--- src/rtl/i2c_slv_pkg.sv ---
package i2c_slv_pkg;

  typedef enum logic [3:0] {
    ST_IDLE,
    ST_ADDR,
    ST_INDEX,
    ST_DATA,
    ST_ACK,
    ST_TX,
    ST_MACK,
    ST_WAIT
  } slv_state_e;

  typedef enum logic [1:0] {
    AK_WR_ADDR,
    AK_RD_ADDR,
    AK_INDEX,
    AK_DATA
  } ack_kind_e;

  localparam int unsigned BYTE_W = 8;
  localparam logic [6:0] DEV_ADDR_LO = 7'h4E;
  localparam logic [6:0] DEV_ADDR_HI = 7'h37;

endpackage

--- src/rtl/i2c_line_sync.sv ---
module i2c_line_sync #(
  parameter int unsigned STAGES = 2
) (
  input  logic clk_i,
  input  logic rst_ni,
  input  logic scl_i,
  input  logic sda_i,
  output logic scl_o,
  output logic sda_o,
  output logic scl_rise_o,
  output logic scl_fall_o,
  output logic start_o,
  output logic stop_o
);

  logic [STAGES:0] scl_c, sda_c;
  logic scl_d, sda_d;

  assign scl_c[0] = scl_i;
  assign sda_c[0] = sda_i;

  for (genvar g = 0; g < STAGES; g++) begin : g_stage
    always_ff @(posedge clk_i or negedge rst_ni) begin
      if (!rst_ni) begin
        scl_c[g+1] <= 1'b1;
        sda_c[g+1] <= 1'b1;
      end else begin
        scl_c[g+1] <= scl_c[g];
        sda_c[g+1] <= sda_c[g];
      end
    end
  end

  always_ff @(posedge clk_i or negedge rst_ni) begin
    if (!rst_ni) begin
      scl_d <= 1'b1;
      sda_d <= 1'b1;
    end else begin
      scl_d <= scl_c[STAGES];
      sda_d <= sda_c[STAGES];
    end
  end

  assign scl_o      = scl_c[STAGES];
  assign sda_o      = sda_c[STAGES];
  assign scl_rise_o = scl_o & ~scl_d;
  assign scl_fall_o = ~scl_o & scl_d;
  // SDA edge while SCL stays high
  assign start_o    = scl_o & scl_d & sda_d & ~sda_o;
  assign stop_o     = scl_o & scl_d & ~sda_d & sda_o;

endmodule

--- src/rtl/i2c_strap_latch.sv ---
module i2c_strap_latch #(
  parameter logic [6:0] ADDR_LO = 7'h4E,
  parameter logic [6:0] ADDR_HI = 7'h37
) (
  input  logic       clk_i,
  input  logic       rst_ni,
  input  logic       strap_i,
  output logic [6:0] dev_addr_o,
  output logic       latched_o
);

  logic sel_q;

  always_ff @(posedge clk_i or negedge rst_ni) begin
    if (!rst_ni) begin
      sel_q     <= 1'b0;
      latched_o <= 1'b0;
    end else if (!latched_o) begin
      sel_q     <= strap_i;
      latched_o <= 1'b1;
    end
  end

  assign dev_addr_o = sel_q ? ADDR_HI : ADDR_LO;

endmodule

--- src/rtl/i2c_slave_fsm.sv ---
module i2c_slave_fsm
  import i2c_slv_pkg::*;
#(
  parameter int unsigned IDX_W = 8
) (
  input  logic              clk_i,
  input  logic              rst_ni,
  input  logic [6:0]        dev_addr_i,
  input  logic              sda_s_i,
  input  logic              scl_rise_i,
  input  logic              scl_fall_i,
  input  logic              start_i,
  input  logic              stop_i,
  input  logic [BYTE_W-1:0] reg_rdata_i,
  output logic              sda_oe_o,
  output logic [IDX_W-1:0]  reg_addr_o,
  output logic [BYTE_W-1:0] reg_wdata_o,
  output logic              reg_we_o,
  output slv_state_e        state_o
);

  localparam int unsigned CNT_W = $clog2(BYTE_W + 1);
  localparam logic [CNT_W-1:0] FULL = CNT_W'(BYTE_W);

  slv_state_e        state_q;
  ack_kind_e         kind_q;
  logic [CNT_W-1:0]  cnt_q;
  logic [BYTE_W-1:0] sh_q;
  logic              mack_q;

  always_ff @(posedge clk_i or negedge rst_ni) begin
    if (!rst_ni) begin
      state_q     <= ST_IDLE;
      kind_q      <= AK_WR_ADDR;
      cnt_q       <= '0;
      sh_q        <= '0;
      mack_q      <= 1'b0;
      sda_oe_o    <= 1'b0;
      reg_addr_o  <= '0;
      reg_wdata_o <= '0;
      reg_we_o    <= 1'b0;
    end else begin
      reg_we_o <= 1'b0;
      if (start_i) begin
        state_q  <= ST_ADDR;
        cnt_q    <= '0;
        sda_oe_o <= 1'b0;
      end else if (stop_i) begin
        state_q  <= ST_IDLE;
        sda_oe_o <= 1'b0;
      end else begin
        case (state_q)
          ST_ADDR, ST_INDEX, ST_DATA: begin
            if (scl_rise_i && cnt_q != FULL) begin
              sh_q  <= {sh_q[BYTE_W-2:0], sda_s_i};
              cnt_q <= cnt_q + 1'b1;
            end else if (scl_fall_i && cnt_q == FULL) begin
              cnt_q <= '0;
              case (state_q)
                ST_ADDR: begin
                  if (sh_q[7:1] == dev_addr_i) begin
                    sda_oe_o <= 1'b1;
                    state_q  <= ST_ACK;
                    kind_q   <= sh_q[0] ? AK_RD_ADDR : AK_WR_ADDR;
                  end else begin
                    state_q  <= ST_WAIT;
                  end
                end
                ST_INDEX: begin
                  reg_addr_o <= sh_q[IDX_W-1:0];
                  sda_oe_o   <= 1'b1;
                  state_q    <= ST_ACK;
                  kind_q     <= AK_INDEX;
                end
                default: begin
                  reg_wdata_o <= sh_q;
                  reg_we_o    <= 1'b1;
                  sda_oe_o    <= 1'b1;
                  state_q     <= ST_ACK;
                  kind_q      <= AK_DATA;
                end
              endcase
            end
          end
          ST_ACK: begin
            if (scl_fall_i) begin
              cnt_q <= '0;
              case (kind_q)
                AK_RD_ADDR: begin
                  sh_q     <= reg_rdata_i;
                  sda_oe_o <= ~reg_rdata_i[BYTE_W-1];
                  state_q  <= ST_TX;
                end
                AK_WR_ADDR: begin
                  sda_oe_o <= 1'b0;
                  state_q  <= ST_INDEX;
                end
                AK_INDEX: begin
                  sda_oe_o <= 1'b0;
                  state_q  <= ST_DATA;
                end
                default: begin
                  sda_oe_o <= 1'b0;
                  state_q  <= ST_WAIT;
                end
              endcase
            end
          end
          ST_TX: begin
            if (scl_rise_i && cnt_q != FULL) begin
              cnt_q <= cnt_q + 1'b1;
            end else if (scl_fall_i) begin
              if (cnt_q == FULL) begin
                sda_oe_o <= 1'b0;
                state_q  <= ST_MACK;
              end else begin
                sh_q     <= {sh_q[BYTE_W-2:0], 1'b0};
                sda_oe_o <= ~sh_q[BYTE_W-2];
              end
            end
          end
          ST_MACK: begin
            if (scl_rise_i) begin
              mack_q <= ~sda_s_i;
            end else if (scl_fall_i) begin
              if (mack_q) begin
                sh_q     <= reg_rdata_i;
                sda_oe_o <= ~reg_rdata_i[BYTE_W-1];
                cnt_q    <= '0;
                state_q  <= ST_TX;
              end else begin
                state_q  <= ST_WAIT;
              end
            end
          end
          default: ;
        endcase
      end
    end
  end

  assign state_o = state_q;

endmodule

--- src/rtl/i2c_strap_slave.sv ---
module i2c_strap_slave
  import i2c_slv_pkg::*;
#(
  parameter int unsigned IDX_W       = 8,
  parameter int unsigned SYNC_STAGES = 2
) (
  input  logic             clk_i,
  input  logic             rst_ni,
  input  logic             strap_i,
  input  logic             scl_i,
  input  logic             sda_i,
  output logic             sda_oe_o,
  output logic             sda_o,
  output logic [IDX_W-1:0] reg_addr_o,
  output logic [7:0]       reg_wdata_o,
  output logic             reg_we_o,
  input  logic [7:0]       reg_rdata_i
);

  logic       scl_s, sda_s, scl_rise, scl_fall, start_det, stop_det;
  logic [6:0] dev_addr;
  logic       strapped;
  slv_state_e state;

  i2c_line_sync #(.STAGES(SYNC_STAGES)) u_sync (
    .clk_i      (clk_i),
    .rst_ni     (rst_ni),
    .scl_i      (scl_i),
    .sda_i      (sda_i),
    .scl_o      (scl_s),
    .sda_o      (sda_s),
    .scl_rise_o (scl_rise),
    .scl_fall_o (scl_fall),
    .start_o    (start_det),
    .stop_o     (stop_det)
  );

  i2c_strap_latch #(.ADDR_LO(DEV_ADDR_LO), .ADDR_HI(DEV_ADDR_HI)) u_strap (
    .clk_i      (clk_i),
    .rst_ni     (rst_ni),
    .strap_i    (strap_i),
    .dev_addr_o (dev_addr),
    .latched_o  (strapped)
  );

  i2c_slave_fsm #(.IDX_W(IDX_W)) u_fsm (
    .clk_i       (clk_i),
    .rst_ni      (rst_ni),
    .dev_addr_i  (dev_addr),
    .sda_s_i     (sda_s),
    .scl_rise_i  (scl_rise),
    .scl_fall_i  (scl_fall),
    .start_i     (start_det),
    .stop_i      (stop_det),
    .reg_rdata_i (reg_rdata_i),
    .sda_oe_o    (sda_oe_o),
    .reg_addr_o  (reg_addr_o),
    .reg_wdata_o (reg_wdata_o),
    .reg_we_o    (reg_we_o),
    .state_o     (state)
  );

  assign sda_o = 1'b0;

endmodule

--- config.mk ---
export PLATFORM = sky130hd
export DESIGN_NAME = i2c_strap_slave
export DESIGN_NICKNAME = d
export VERILOG_FILES = /design/src/rtl/i2c_slv_pkg.sv /design/src/rtl/i2c_line_sync.sv /design/src/rtl/i2c_strap_latch.sv /design/src/rtl/i2c_slave_fsm.sv /design/src/rtl/i2c_strap_slave.sv
export SDC_FILE = /design/constraint.sdc
export NUM_CORES = 1
export LEC_CHECK = 0
export ABC_AREA = 1
export BUFFER_PORTS_ARGS = -buffer_cell sky130_fd_sc_hd__buf_4
export CELL_PAD_IN_SITES_DETAIL_PLACEMENT = 0
export CELL_PAD_IN_SITES_GLOBAL_PLACEMENT = 2
export CORE_UTILIZATION = 30
export CTS_CLUSTER_SIZE = 8
export DETAILED_ROUTE_END_ITERATION = 8
export PLACE_DENSITY_LB_ADDON = 0.1
export REMOVE_ABC_BUFFERS = 1
export SLEW_MARGIN = 15
export SYNTH_ARGS = -nofsm -noshare
export SYNTH_HDL_FRONTEND = slang
export SYNTH_SLANG_ARGS = --single-unit
--- constraint.sdc ---
create_clock -name clk_i -period 1.9 [get_ports clk_i]
set_clock_uncertainty 0.2 [all_clocks]
set_input_delay 0.38 -clock clk_i [delete_from_list [all_inputs] [get_ports clk_i]]
set_output_delay 0.38 -clock clk_i [all_outputs]
set_load 0.01 [all_outputs]
Word-level counts from Yosys, hierarchy flattened:

Cells that the tools add are included.

* bits in registers: 45
* bits in latches: 0
* RAM bits: 0
* memory bits (read-only): 0
* output and inout bits: 19
* word-level logic and storage cells: 149
* memories kept: 0

* add/sub/neg operators: 1
* multiply operators: 0
* divide/modulo/power cells: 0
* magnitude comparators: 0
* equality and inequality tests: 38
* shifts and indexed selects: 0
* mux-type cells: 60
* bitwise gates (word level): 17
* reductions and logical operators: 16

Operators with widths (count)
* $mux 4: 19
* $mux 8: 9
* $pmux 4 s4: 2
* $pmux 8 s4: 1
* $ne 4x3->1 const B: 6
* $mux 1: 21
* $reduce_and 6->1: 3
* $ne 4x4->1 const B: 4
* $ne 2x1->1 const B: 7
* $eq 4x3->1 const B: 3
* $ne 3x2->1 const B: 4
* $reduce_and 12->1: 1
* $not 1->1: 10
* $reduce_and 10->1: 1
* $pmux 3 s3: 1
* $reduce_and 9->1: 1
* $eq 4x2->1 const B: 2
* $mux 2: 4
* $ne 2x2->1 const B: 4
* $reduce_and 8->1: 1
* $and 1x1->1: 7
* $eq 7x7->1: 1
* $mux 7: 1
* $reduce_bool 6->1: 1
* other kinds (17): 18

Depth between registers and ports, before layout:

Gate-level depths: netlist of run 1.

* depth after elaboration: 9
* mapped depth: 12

Hierarchy:

A second synthesis of run 1 with hierarchy kept.

* cell total of the unflattened synthesis: 319
* area, all modules: 2436.1 sq um

By module, submodules not included
* i2c_slave_fsm: times used 1, cells an instance 286, area an instance 2108.3 sq um
* i2c_line_sync: times used 1, cells an instance 17, area an instance 198.9 sq um
* i2c_strap_latch: times used 1, cells an instance 14, area an instance 117.6 sq um
* i2c_strap_slave: times used 1, cells an instance 2, area an instance 11.3 sq um

Worst setup path before layout of run 1:

Ideal clock, no wire load.

* path kind: register to register
* start point: register u_sync.scl_d
* end point: register u_fsm.sh_q[7]
* setup time: 0.117 ns
* arrival time: 1.476 ns
* required time: 1.583 ns
* path slack: 0.108 ns
* cell stages (with the launch flop): 10
* buffers on the path: 0
* path through: dfstp_2 > inv_1 > nor2_4 > inv_1 > nand2_1 > o211ai_2 > nor3_4 > nand2_4 > nand2_1 > nand2_1

* longest elaborated chain between the ends: 5
* elaborated cells on any way between the ends: 18
* classes of those cells: eq/ne (6); bitwise (10); reduce/logical (2)

RTL lines
* start: declaration: line i2c_line_sync.sv:17 `logic scl_d, sda_d;`
* start signal: assignment: line i2c_line_sync.sv:39 `scl_d <= scl_c[STAGES];`
* $and 1x1->1 / $not 1->1 (equally long branches): line i2c_line_sync.sv:49, i2c_line_sync.sv:50, i2c_line_sync.sv:46
* $and 1x1->1, on equally long branches: line i2c_line_sync.sv:50, i2c_line_sync.sv:46, i2c_line_sync.sv:49
* $and 1x1->1, or another cell as far along: line i2c_line_sync.sv:50 `assign stop_o = scl_o & scl_d & ~sda_d & sda_o;`
* $not 1->1 (no line), or another cell as far along
* $reduce_and 12->1 (no line) (*)
* end signal: assignment: line i2c_slave_fsm.sv:55 `sh_q <= {sh_q[BYTE_W-2:0], sda_s_i};`
* end signal: assignment: line i2c_slave_fsm.sv:90 `sh_q <= reg_rdata_i;`
* end signal: assignment: line i2c_slave_fsm.sv:117 `sh_q <= {sh_q[BYTE_W-2:0], 1'b0};`
* end: declaration: line i2c_slave_fsm.sv:28 `logic [BYTE_W-1:0] sh_q;`

Every way passes the cells marked *; elsewhere a longest branch is shown, timed or not.
A chain may end at the register's enable or synchronous reset.

Final worst setup path of run 1:

* start point: register u_sync.scl_d
* end point: register u_fsm.sh_q[3]

Same word-level chain as after synthesis.

==> metrics.txt, run 1 <==
# TYPE chip_impl_metric gauge
chip_impl_metric{name="min_delay_path_depth",unit=""} 2
chip_impl_info{name="yosys-top-cells-count",value="nand2_1, dfrtp_1, o21ai_0, inv_1, nand3_1"} 1
chip_impl_metric{name="final_core_utilization",unit="%"} 42.0
chip_impl_info{name="netlist_top_cells_area",value="dfrtp_1, nand2_1, dfstp_2"} 1
chip_impl_info{name="tritoncts_clock_tree",value="done"} 1
chip_impl_metric{name="die_w",unit="µm"} 89.2
chip_impl_metric{name="dp_cells",unit=""} 447
chip_impl_info{name="rsz_0062_raised_after_global_routing",value="true"} 1
chip_impl_metric{name="tightest_slew",unit="ns"} 0.554
chip_impl_metric{name="mean_instance_size_in_the_synthesized_netlist",unit="µm²"} 7.71
chip_impl_metric{name="wl_per_cell",unit="µm"} 12.2
chip_impl_metric{name="clkSinkCount",unit=""} 44
chip_impl_metric{name="ports_placed_on_the_boundary",unit=""} 32
chip_impl_metric{name="r2r_cells",unit=""} 9
chip_impl_metric{name="grt.overflow.total",unit=""} 0
chip_impl_metric{name="routabilityCongestion",unit=""} 0.748
chip_impl_info{name="worstReg2RegEnd",value="u_fsm.sh_q[3]"} 1
chip_impl_metric{name="design.final.nets",unit=""} 377
chip_impl_metric{name="layout.filler_cells",unit=""} 814
chip_impl_metric{name="synth.cell_area",unit="µm²"} 2280
chip_impl_metric{name="synth-seq-area-share",unit="%"} 48.6
chip_impl_info{name="worstHoldPathType",value="input port to flip-flop"} 1
chip_impl_metric{name="power.ir.vdd_worst",unit="mV"} 0.622
chip_impl_info{name="hold_start",value="strap_i"} 1
chip_impl_metric{name="slew_violations",unit=""} 0
chip_impl_info{name="timing.critical_path.from_type",value="flip-flop"} 1
chip_impl_info{name="synth_largest_area_cell",value="dfrtp_1"} 1
chip_impl_metric{name="synth-async-reset-ratio",unit="%"} 100
chip_impl_metric{name="power-per-cell-area",unit="nW/µm²"} 1480
chip_impl_info{name="endpoint_kind",value="flip-flop"} 1
chip_impl_metric{name="postRouteAntennaNets",unit=""} 0
chip_impl_metric{name="diodes",unit=""} 0
chip_impl_info{name="timing.critical_path.mode_cell",value="nand2_1"} 1
chip_impl_metric{name="htree_levels",unit=""} 2
chip_impl_info{name="min_to",value="u_strap.sel_q"} 1
chip_impl_metric{name="timing.max_cap.violations",unit=""} 0
chip_impl_metric{name="routed-via-count",unit=""} 2019
chip_impl_metric{name="ys_seq_elements",unit=""} 44
chip_impl_metric{name="fin_crit",unit="ns"} 1.80
chip_impl_info{name="rr_startpoint",value="u_sync.scl_d"} 1
chip_impl_metric{name="critical_path_peak_fanout",unit=""} 9
chip_impl_metric{name="slew_headroom",unit="%"} 63.1
chip_impl_metric{name="grt_first_pass_wirelength",unit="µm"} 9180
chip_impl_metric{name="hold_viol",unit=""} 0
chip_impl_info{name="flip_flop_cell_with_the_highest_count_after_synthesis",value="dfrtp_1"} 1
chip_impl_metric{name="tritoncts.num_buffers",unit=""} 5
chip_impl_metric{name="clock_insertion_delay_worst_skew",unit="ns"} 0.29
chip_impl_info{name="outcome",value="completed"} 1
chip_impl_metric{name="port_buffers",unit=""} 30
chip_impl_metric{name="synth_enable_flop_cells",unit=""} 0
chip_impl_metric{name="rows",unit=""} 31
chip_impl_metric{name="dp_hpwl",unit="µm"} 4220
chip_impl_metric{name="ratio_of_cells_with_drive_above_1_in_the_final_layout",unit="%"} 31.7
chip_impl_metric{name="detail_route.first_pass.iterations",unit=""} 4
chip_impl_metric{name="drt_iter0_drc",unit=""} 71
chip_impl_metric{name="core_area",unit="µm²"} 7290
chip_impl_metric{name="floorplan.die_area",unit="µm²"} 7960
chip_impl_metric{name="ys.warnings.count",unit=""} 0
chip_impl_metric{name="antenna_violations_before_repair",unit=""} 0
chip_impl_metric{name="critical_path.max_stage_delay",unit="ns"} 0.54
chip_impl_metric{name="period_share",unit="%"} 94.5
chip_impl_metric{name="max_clock_freq",unit="GHz"} 0.557
chip_impl_metric{name="grt_pass1_vias",unit=""} 1779
chip_impl_metric{name="detail_route.drc_violations",unit=""} 0
chip_impl_metric{name="global_route.usage.total",unit="%"} 15.5
chip_impl_metric{name="die_h",unit="µm"} 89.2
chip_impl_metric{name="yosysTopAreaCellShare",unit="%"} 41.7
chip_impl_metric{name="vias_per_cell",unit=""} 4.37
chip_impl_metric{name="cell_count_after_synthesis",unit=""} 296
chip_impl_info{name="clock-root-buffer",value="clkbuf_8"} 1
chip_impl_metric{name="setup_viol",unit=""} 0
chip_impl_info{name="crit_chain",value="inv_1, nor2_4, buf_4, a21oi_2, nor3_4, buf_12, nand2_4, nand2_1, nand2_1"} 1
chip_impl_metric{name="grt_start_max_net_pins",unit=""} 45
chip_impl_info{name="path_class",value="flip-flop to flip-flop"} 1
chip_impl_metric{name="clk_path_buf_depth",unit=""} 2
chip_impl_metric{name="start_util",unit="%"} 31.3
chip_impl_metric{name="leakagePower",unit="nW"} 1.59
chip_impl_metric{name="critical_path_arrival",unit="ns"} 1.79
chip_impl_metric{name="area_delta_synth_final",unit="%"} 34.3
chip_impl_info{name="crit_path_top_delay_cell",value="dfstp_2"} 1
chip_impl_metric{name="cts.clk_slew.worst_paths",unit="ns"} 0.08
chip_impl_metric{name="ff2ff_setup_slack",unit="ns"} 0.10
chip_impl_metric{name="wirelength",unit="µm"} 5640
chip_impl_metric{name="non_filler_instance_count_after_layout",unit=""} 462
chip_impl_metric{name="synth.lib_cells_used.distinct",unit=""} 33
chip_impl_info{name="synth_most_common_cell",value="nand2_1"} 1
chip_impl_metric{name="worst_ep_required_time",unit="ns"} 1.89
## per-layer routing
metal	GRT usage [%]	vias up	wire, µm
met3	2.77	2	203
met2	22.6	37	2420
met5	0	-	0
met4	4.76	0	45
li1	-	1071	-
met1	23.2	909	2970
## repair_timing
item,4_1_cts,5_1_grt
setup buffers,0,4
pin swaps,0,10
gates resized for setup,1,28
setup endpoints to repair,2,24
hold buffers,3,0
endpoints found under the hold margin,40,0
## cells in the final DEF, fill, tap and decap left out, drive strengths merged, types with 3 or more instances in the layout
cell         netlist  layout
dlygate4sd3        0       3
buf                3      61
nor2              24      24
nand2            110     110
a21oi              4       4
nand3             25      25
dfstp              6       6
dfrtp             38      38
clkbuf             2       7
o21ai             33      33
inv               30      31
nor3               5       5
## worst max-delay path by stage
stage | start | endpoint | slack [ns] | cells after the start
after floorplan | u_fsm.state_o[2] | u_fsm.sh_q[0] | 0.03 | 8
after global placement | u_sync.sda_d | u_fsm.sda_oe_o | 0.02 | 11
after detailed placement | u_sync.sda_d | u_fsm.state_o[2] | 0.02 | 9
after CTS | u_sync.sda_o | u_fsm.sh_q[7] | 0.007 | 9
after global routing | u_fsm.cnt_q[1] | u_fsm.cnt_q[0] | -0.02 | 11
final | u_sync.scl_d | u_fsm.sh_q[3] | 0.10 | 9
## layout make-up
| cell class | instances | area (µm²) | share of cell area [%] |
|---|---|---|---|
| clock inverter | 1 | 7.51 | 0.245 |
| clock buffer | 7 | 86.3 | 2.82 |
| inverter | 31 | 119 | 3.88 |
| timing repair buffer | 64 | 513 | 16.7 |
| sequential | 44 | 1110 | 36.2 |
| tap | 99 | 124 | 4.04 |
| multi-input combinational | 216 | 1100 | 36.0 |
## registers in the layout, summed over array words and instances, names as in the netlist, 2 cells and up
register / cells
u_fsm.cnt_q: 4
u_fsm.state_o: 3
u_fsm.reg_wdata_o: 8
u_fsm.kind_q: 2
u_fsm.sh_q: 8
u_fsm.reg_addr_o: 8
## power breakdown
part           internal, W  leakage, nW  switching, W  total [W]
Combinational      0.00106        0.988       0.00137    0.00243
Sequential         0.00125        0.561      0.000243    0.00150
Clock             0.000296       0.0445      0.000314   0.000609
## critical path, delay by kind of cell (launching register included)
| family | cells | cell delay (ns) |
|---|---|---|
| AND/OR/NAND/NOR | 5 | 0.53 |
| flip-flops | 1 | 0.54 |
| AO/OA/AOI/OAI | 1 | 0.06 |
| buffers and inverters | 3 | 0.36 |
## logic make-up after synthesis
kind of cell | count (synthesis) | share of synthesized area [%]
adder cells (fa/ha/maj) | 2 | 1.10
multiplexers | 1 | 0.493
other | 2 | 0.329
flip-flops | 44 | 48.6
AO/OA/AOI/OAI | 42 | 10.4
buffers and inverters | 36 | 6.30
AND/OR/NAND/NOR | 167 | 32.1
XOR/XNOR | 2 | 0.768
## stage by stage
stage | area, µm² | setup WS (ns) | setup TNS (ns) | total power, W | hold slack, ns
2_1_floorplan | 2250 | 0.0268 | 0 | 0.00286 | -0.116
3_3_place_gp | 2830 | 0.0248 | 0 | 0.00387 | 0.147
3_5_place_dp | 2830 | 0.0151 | 0 | 0.00386 | 0.147
4_1_cts | 2960 | 0.00688 | 0 | 0.00450 | 0.107
5_1_grt | 3070 | -0.0183 | -0.0467 | 0.00497 | 0.114
6_report | 3070 | 0.104 | 0 | 0.00454 | 0.117
Note: power is estimated with default switching activity, not from simulation.
==> inputs of run 2 (changes only) <==
--- a/config.mk
+++ b/config.mk
@@ -9,7 +9,8 @@
 export BUFFER_PORTS_ARGS = -buffer_cell sky130_fd_sc_hd__buf_4
 export CELL_PAD_IN_SITES_DETAIL_PLACEMENT = 0
 export CELL_PAD_IN_SITES_GLOBAL_PLACEMENT = 2
-export CORE_UTILIZATION = 30
+export CORE_UTILIZATION = 31
+export CTS_BUF_LIST = sky130_fd_sc_hd__clkbuf_8
 export CTS_CLUSTER_SIZE = 8
 export DETAILED_ROUTE_END_ITERATION = 8
 export PLACE_DENSITY_LB_ADDON = 0.1
==> run 2 against run 1 <==
Net effect:
- register-to-register slack hardly changed
- clock power increased by 3.6%
- sequential power barely moved
- maximum frequency about the same
- sequential share of layout area up 0.27 points
- largest power group unchanged
- die area shrank 3.2%
- critical path type unchanged
- final cell count unchanged
==> metrics.txt, run 2 (synthesis gave the netlist of run 1 again) <==
# TYPE chip_impl_metric gauge
chip_impl_metric{name="rows",unit=""} 30
chip_impl_metric{name="tritoncts.num_buffers",unit=""} 5
chip_impl_metric{name="postRouteAntennaNets",unit=""} 0
chip_impl_metric{name="routed-via-count",unit=""} 2057
chip_impl_metric{name="detail_route.drc_violations",unit=""} 0
chip_impl_info{name="tritoncts_clock_tree",value="done"} 1
chip_impl_info{name="min_to",value="u_strap.sel_q"} 1
chip_impl_metric{name="die_h",unit="µm"} 87.8
chip_impl_info{name="clock-root-buffer",value="clkbuf_8"} 1
chip_impl_metric{name="clkSinkCount",unit=""} 44
chip_impl_info{name="rsz_0062_raised_after_global_routing",value="true"} 1
chip_impl_metric{name="area_delta_synth_final",unit="%"} 33.3
chip_impl_metric{name="clk_path_buf_depth",unit=""} 2
chip_impl_metric{name="multiInputGateArea",unit="µm²"} 1070
chip_impl_metric{name="start_util",unit="%"} 32.9
chip_impl_info{name="rr_startpoint",value="u_sync.sda_o"} 1
chip_impl_metric{name="max_clock_freq",unit="GHz"} 0.557
chip_impl_metric{name="timing.max_cap.violations",unit=""} 0
chip_impl_metric{name="min_delay_path_depth",unit=""} 2
chip_impl_metric{name="detailedPlace.worstSlack",unit="ns"} 0.0409
chip_impl_metric{name="htree_levels",unit=""} 2
chip_impl_metric{name="final_cell_area",unit="µm²"} 3040
chip_impl_metric{name="die_w",unit="µm"} 87.8
chip_impl_metric{name="grt_pass1_vias",unit=""} 1909
chip_impl_metric{name="drt_iter0_drc",unit=""} 107
chip_impl_metric{name="fin_crit",unit="ns"} 1.80
chip_impl_info{name="reg.largest.list",value="u_fsm.reg_addr_o (8), u_fsm.reg_wdata_o (8), u_fsm.sh_q (8)"} 1
chip_impl_metric{name="placement.cell_area",unit="µm²"} 2850
chip_impl_metric{name="global_route.usage.total",unit="%"} 15.7
chip_impl_info{name="timing.critical_path.from_type",value="flip-flop"} 1
chip_impl_info{name="hold_start",value="strap_i"} 1
chip_impl_metric{name="critical_path_arrival",unit="ns"} 1.79
chip_impl_metric{name="wl_per_cell",unit="µm"} 12.2
chip_impl_metric{name="grt.overflow.total",unit=""} 0
chip_impl_metric{name="setup_viol",unit=""} 0
chip_impl_metric{name="design.final.nets",unit=""} 380
chip_impl_info{name="final_cell_mix",value="nand2_1, buf_4, dfrtp_1, o21ai_0, inv_1"} 1
chip_impl_info{name="outcome",value="completed"} 1
chip_impl_metric{name="layout.filler_cells",unit=""} 734
chip_impl_metric{name="grt_first_pass_wirelength",unit="µm"} 9370
chip_impl_metric{name="dp_hpwl",unit="µm"} 4150
chip_impl_metric{name="hold_viol",unit=""} 0
chip_impl_metric{name="diodes",unit=""} 0
chip_impl_metric{name="grt_start_max_net_pins",unit=""} 45
chip_impl_metric{name="ratio_of_cells_with_drive_above_1_in_the_final_layout",unit="%"} 29.5
chip_impl_metric{name="power.ir.vdd_worst",unit="mV"} 0.526
chip_impl_info{name="layout_commonest_cell",value="nand2_1"} 1
chip_impl_metric{name="clock_insertion_delay_worst_skew",unit="ns"} 0.30
chip_impl_metric{name="register_area",unit="µm²"} 1110
chip_impl_metric{name="setup_slack_after_layout",unit="ns"} 0.105
chip_impl_metric{name="total_power",unit="W"} 0.00460
chip_impl_metric{name="slew_violations",unit=""} 0
chip_impl_metric{name="critical_path_peak_fanout",unit=""} 9
chip_impl_metric{name="detail_route.first_pass.iterations",unit=""} 4
chip_impl_metric{name="port_buffers",unit=""} 30
chip_impl_metric{name="cts.clk_slew.worst_paths",unit="ns"} 0.09
chip_impl_metric{name="leakagePower",unit="nW"} 1.60
chip_impl_metric{name="routabilityCongestion",unit=""} 0.759
chip_impl_metric{name="r2r_cells",unit=""} 9
chip_impl_metric{name="tightest_slew",unit="ns"} 0.556
chip_impl_metric{name="floorplan.die_area",unit="µm²"} 7710
chip_impl_metric{name="ports_placed_on_the_boundary",unit=""} 32
chip_impl_metric{name="vias_per_cell",unit=""} 4.45
chip_impl_metric{name="core_area",unit="µm²"} 6940
chip_impl_metric{name="slew_headroom",unit="%"} 62.9
chip_impl_metric{name="final.hold.worst_slack",unit="ns"} 0.112
chip_impl_metric{name="wirelength",unit="µm"} 5610
chip_impl_info{name="path_class",value="flip-flop to flip-flop"} 1
chip_impl_metric{name="antenna_violations_before_repair",unit=""} 0
chip_impl_metric{name="worst_ep_required_time",unit="ns"} 1.89
chip_impl_metric{name="period_share",unit="%"} 94.5
chip_impl_info{name="worstHoldPathType",value="input port to flip-flop"} 1
chip_impl_metric{name="power-per-cell-area",unit="nW/µm²"} 1510
chip_impl_info{name="endpoint_kind",value="flip-flop"} 1
chip_impl_metric{name="ff2ff_setup_slack",unit="ns"} 0.10
chip_impl_info{name="worstReg2RegEnd",value="u_fsm.sh_q[6]"} 1
==> run 2: cell types whose count changed in the layout (fill, tap and decap cells not counted), moves of 2 or more <==
cell,change
buf_4,+3
inv_1,+4
inv_2,-4
nand2_1,+2
nand3_1,+2
nand3_2,-2
==> run 2: worst max-delay path by stage <==
| stage | start | end | cells after the start |
|---|---|---|---|
| after floorplan | u_fsm.state_o[2] | u_fsm.sh_q[0] | 8 |
| after global placement | u_sync.sda_d | u_fsm.sda_oe_o | 11 |
| after detailed placement | u_fsm.state_o[2] | u_fsm.cnt_q[3] | 9 |
| after CTS | u_fsm.state_o[2] | u_fsm.cnt_q[3] | 9 |
| after global routing | u_fsm.cnt_q[0] | u_fsm.cnt_q[3] | 11 |
| final | u_sync.sda_o | u_fsm.sh_q[6] | 9 |
==> run 2: repair_timing <==
action | CTS | global route
gates resized for setup | 0 | 17
hold endpoints to repair | 40 | 0
setup buffers | 0 | 3
hold buffers | 3 | 0
setup endpoints to repair | 0 | 25
==> run 2: routing by layer <==
| layer | up-vias | routed length [µm] | GRT usage (%) |
|---|---|---|---|
| li1 | 1076 | - | - |
| met1 | 941 | 3050 | 24.0 |
| met2 | 38 | 2330 | 23.3 |
| met3 | 2 | 200 | 2.83 |
| met4 | 0 | 31 | 2.68 |
| met5 | - | 0 | 0 |
==> run 2: worst max-delay path, cell delays in order, from the launching register on <==
cell and delay (ns):
dfstp_2 0.56, nor2_1 0.06, nand2_2 0.15, nand2_1 0.11, buf_4 0.16, nor2_4 0.12, buf_12 0.13, nand2_4 0.08
nand2_1 0.08, nand2_1 0.04
==> run 2: final cells by class <==
| class | count | share of cell area, % |
|---|---|---|
| Clock inverter | 2 | 0.452 |
| Timing Repair Buffer | 67 | 17.3 |
| Multi-Input combinational cell | 216 | 35.2 |
| Sequential cell | 44 | 36.5 |
| Inverter | 31 | 3.82 |
| Clock buffer | 6 | 2.71 |
| Tap cell | 96 | 3.95 |
==> run 2: report_power, final <==
part	leakage [nW]	internal, W	switching, W
Sequential	0.561	0.00125	0.000252
Combinational	0.986	0.00109	0.00137
Clock	0.0516	0.000298	0.000333
==> run 2: stage by stage <==
step	TNS (ns)	utilization, %	instances
floorplan	0	-	291
global placement	0	41.0	448
detailed placement	0	41.0	448
CTS	0	42.8	459
global route	-0.107	43.8	462
finish	0	43.8	462
==> inputs of run 3 (changes only) <==
--- a/config.mk
+++ b/config.mk
@@ -9,13 +9,15 @@
 export BUFFER_PORTS_ARGS = -buffer_cell sky130_fd_sc_hd__buf_4
 export CELL_PAD_IN_SITES_DETAIL_PLACEMENT = 0
 export CELL_PAD_IN_SITES_GLOBAL_PLACEMENT = 2
+export CORE_MARGIN = 4
 export CORE_UTILIZATION = 31
 export CTS_BUF_LIST = sky130_fd_sc_hd__clkbuf_8
 export CTS_CLUSTER_SIZE = 8
 export DETAILED_ROUTE_END_ITERATION = 8
-export PLACE_DENSITY_LB_ADDON = 0.1
+export PLACE_DENSITY = 0.87
 export REMOVE_ABC_BUFFERS = 1
 export SLEW_MARGIN = 15
 export SYNTH_ARGS = -nofsm -noshare
 export SYNTH_HDL_FRONTEND = slang
+export SYNTH_HIERARCHICAL = 1
 export SYNTH_SLANG_ARGS = --single-unit
==> run 3 against run 2 <==
Net effect:
- hold slack got worse by 0.053 ns
- synthesized cell count is 7.1% higher
- the flow now finishes with violations (setup timing)
- power is 9.6% lower
- maximum frequency fell by 8.5%
- clock power down 5.5%
- wire length grew 14%
- largest power group unchanged
- sequential power shrank 15%
- final cell count increased by 5.2%
- setup slack worse by 0.17 ns
- global-route usage shrank 1.2 points
- via count increased by 6.1%
- die area up 21%
==> metrics.txt, run 3 <==
# TYPE chip_impl_metric gauge
chip_impl_info{name="outcome",value="finished, violations left"} 1
chip_impl_metric{name="detail_route.first_pass.iterations",unit=""} 4
chip_impl_metric{name="layout.filler_cells",unit=""} 726
chip_impl_metric{name="slew_headroom",unit="%"} 61.6
chip_impl_metric{name="wl_per_cell",unit="µm"} 13.1
chip_impl_info{name="endpoint_kind",value="flip-flop"} 1
chip_impl_metric{name="start_util",unit="%"} 32.7
chip_impl_metric{name="rows",unit=""} 31
chip_impl_metric{name="detail_route.drc_violations",unit=""} 0
chip_impl_info{name="tritoncts_clock_tree",value="done"} 1
chip_impl_info{name="timing.critical_path.from_type",value="flip-flop"} 1
chip_impl_metric{name="die_w",unit="µm"} 96.4
chip_impl_metric{name="drt_iter0_drc",unit=""} 68
chip_impl_info{name="crit_chain",value="inv_2, nor2_4, buf_6, buf_6, o21ai_2, a21oi_2, nand4_4, buf_12, nand2_4, o21ai_2"} 1
chip_impl_metric{name="vias_per_cell",unit=""} 4.49
chip_impl_metric{name="design.final.nets",unit=""} 401
chip_impl_metric{name="final_cell_area",unit="µm²"} 3430
chip_impl_metric{name="cts.clk_slew.worst_paths",unit="ns"} 0.09
chip_impl_metric{name="wirelength",unit="µm"} 6380
chip_impl_metric{name="routabilityCongestion",unit=""} 0.914
chip_impl_metric{name="detailedPlace.worstSlack",unit="ns"} -0.128
chip_impl_metric{name="grt_first_pass_wirelength",unit="µm"} 10400
chip_impl_metric{name="power.ir.vdd_worst",unit="mV"} 0.546
chip_impl_metric{name="htree_levels",unit=""} 2
chip_impl_metric{name="slew_violations",unit=""} 0
chip_impl_metric{name="grt_start_max_net_pins",unit=""} 45
chip_impl_metric{name="cell_count_after_synthesis",unit=""} 317
chip_impl_metric{name="port_buffers",unit=""} 30
chip_impl_metric{name="global_route.usage.total",unit="%"} 14.6
chip_impl_info{name="largest_delay_share_family_worst_path",value="flip-flops"} 1
chip_impl_metric{name="grt.overflow.total",unit=""} 0
chip_impl_metric{name="dp_hpwl",unit="µm"} 4250
chip_impl_metric{name="max_clock_freq",unit="GHz"} 0.510
chip_impl_metric{name="fin_crit",unit="ns"} 1.96
chip_impl_metric{name="postRouteAntennaNets",unit=""} 0
chip_impl_metric{name="clock_insertion_delay_worst_skew",unit="ns"} 0.30
chip_impl_metric{name="worst_ep_required_time",unit="ns"} 1.89
chip_impl_metric{name="core_area",unit="µm²"} 7410
chip_impl_metric{name="power-per-cell-area",unit="nW/µm²"} 1210
chip_impl_metric{name="leakagePower",unit="nW"} 1.75
chip_impl_metric{name="diodes",unit=""} 0
chip_impl_metric{name="non_filler_instance_count_after_layout",unit=""} 486
chip_impl_metric{name="critical_path.max_stage_delay",unit="ns"} 0.57
chip_impl_metric{name="mean_instance_size_in_the_synthesized_netlist",unit="µm²"} 7.65
chip_impl_metric{name="die_h",unit="µm"} 96.4
chip_impl_metric{name="critical_path_peak_fanout",unit=""} 8
chip_impl_metric{name="clkSinkCount",unit=""} 44
chip_impl_info{name="final_cell_mix",value="nand2_1, buf_4, dfrtp_1, inv_1"} 1
chip_impl_info{name="layout_commonest_cell",value="nand2_1"} 1
chip_impl_metric{name="ports_placed_on_the_boundary",unit=""} 32
chip_impl_metric{name="ys.warnings.count",unit=""} 6
chip_impl_metric{name="tritoncts.num_buffers",unit=""} 5
chip_impl_metric{name="ratio_of_cells_with_drive_above_1_in_the_final_layout",unit="%"} 41.9
chip_impl_info{name="violations",value="setup timing"} 1
chip_impl_info{name="path_class",value="flip-flop to flip-flop"} 1
chip_impl_metric{name="tightest_slew",unit="ns"} 0.576
chip_impl_metric{name="total_power",unit="W"} 0.00416
chip_impl_metric{name="placement.cell_area",unit="µm²"} 2930
chip_impl_metric{name="setup_viol",unit=""} 20
chip_impl_metric{name="period_share",unit="%"} 103
chip_impl_metric{name="grt_pass1_vias",unit=""} 2184
chip_impl_info{name="clock-root-buffer",value="clkbuf_8"} 1
chip_impl_metric{name="antenna_violations_before_repair",unit=""} 0
chip_impl_metric{name="timing.max_cap.violations",unit=""} 0
chip_impl_info{name="crit_path_top_delay_cell",value="dfstp_2"} 1
chip_impl_metric{name="area_delta_synth_final",unit="%"} 41.4
chip_impl_metric{name="synth.cell_area",unit="µm²"} 2420
chip_impl_metric{name="critical_path_arrival",unit="ns"} 1.95
chip_impl_metric{name="routed-via-count",unit=""} 2182
chip_impl_metric{name="hold_viol",unit=""} 0
chip_impl_metric{name="dp_cells",unit=""} 463
chip_impl_info{name="worstHoldPathType",value="input port to flip-flop"} 1
chip_impl_metric{name="floorplan.die_area",unit="µm²"} 9300
chip_impl_info{name="reg.largest.list",value="u_fsm/reg_addr_o (8), u_fsm/reg_wdata_o (8), u_fsm/sh_q (8)"} 1
chip_impl_metric{name="timing.critical_path.buf_inv",unit=""} 4
chip_impl_info{name="rsz_0062_raised_after_global_routing",value="true"} 1
chip_impl_metric{name="setup_slack_after_layout",unit="ns"} -0.0617
chip_impl_metric{name="clk_path_buf_depth",unit=""} 2
## run 3: final timing paths
path	from	endpoint	slack, ns	cells past startpoint
worst max-delay path	u_sync/scl_d	u_fsm/sh_q[0]	-0.06	10
worst min-delay path	strap_i	u_strap/sel_q	0.06	3
worst max register to register	u_sync/scl_d	u_fsm/sh_q[0]	-0.06	10
worst min register to register	u_sync/scl_c[1]	u_sync/scl_o	0.16	0
max in group asynchronous	rst_ni	u_fsm/state_o[1]	0.68	2
min in group asynchronous	rst_ni	u_fsm/cnt_q[2]	0.41	2
## run 3: stage by stage
stage               util, %  TNS, ns  hold WS, ns
floorplan                 -    -2.49       -0.116
global placement       39.6    -1.76        0.146
detailed placement     39.6    -1.84        0.147
CTS                    43.5   -0.969       0.0547
global route           46.3    -3.24       0.0689
finish                 46.3   -0.799       0.0591
## run 3: area by class of cell
type	instances	area, µm²	area share (%)
clock buffers	5	68.8	2.01
clock inverters	3	16.3	0.474
inverters	41	159	4.63
multi-input cells	220	1280	37.3
flip-flops and latches	44	1110	32.4
well taps	99	124	3.61
repair buffers	74	673	19.6
## run 3: tightest hold or removal path: stages
cell and delay [ns]:
buf_4 0.07, nand2_1 0.04, nand2_1 0.04
## run 3: where the power goes
group	total [W]	switching (W)	internal, W
Combinational	0.00228	0.00132	0.000957
Clock	0.000596	0.000344	0.000252
Sequential	0.00128	0.000179	0.00110
## run 3: what timing repair did
| item | in CTS | in global routing |
|---|---|---|
| gates resized for setup | 22 | 56 |
| gates cloned | 2 | 1 |
| hold buffers | 3 | 0 |
| setup endpoints to repair | 24 | 33 |
| endpoints found under the hold margin | 40 | 0 |
| pin swaps | 7 | 18 |
| buffers inserted | 7 | 2 |
## run 3: per-layer routing
metal	up-vias	track usage [%]	part of all wire (%)
met1	1017	18.4	45
met2	35	24.3	51
met4	0	6.19	1.2
met3	9	2.79	2.8
met5	-	0	0
li1	1121	-	-
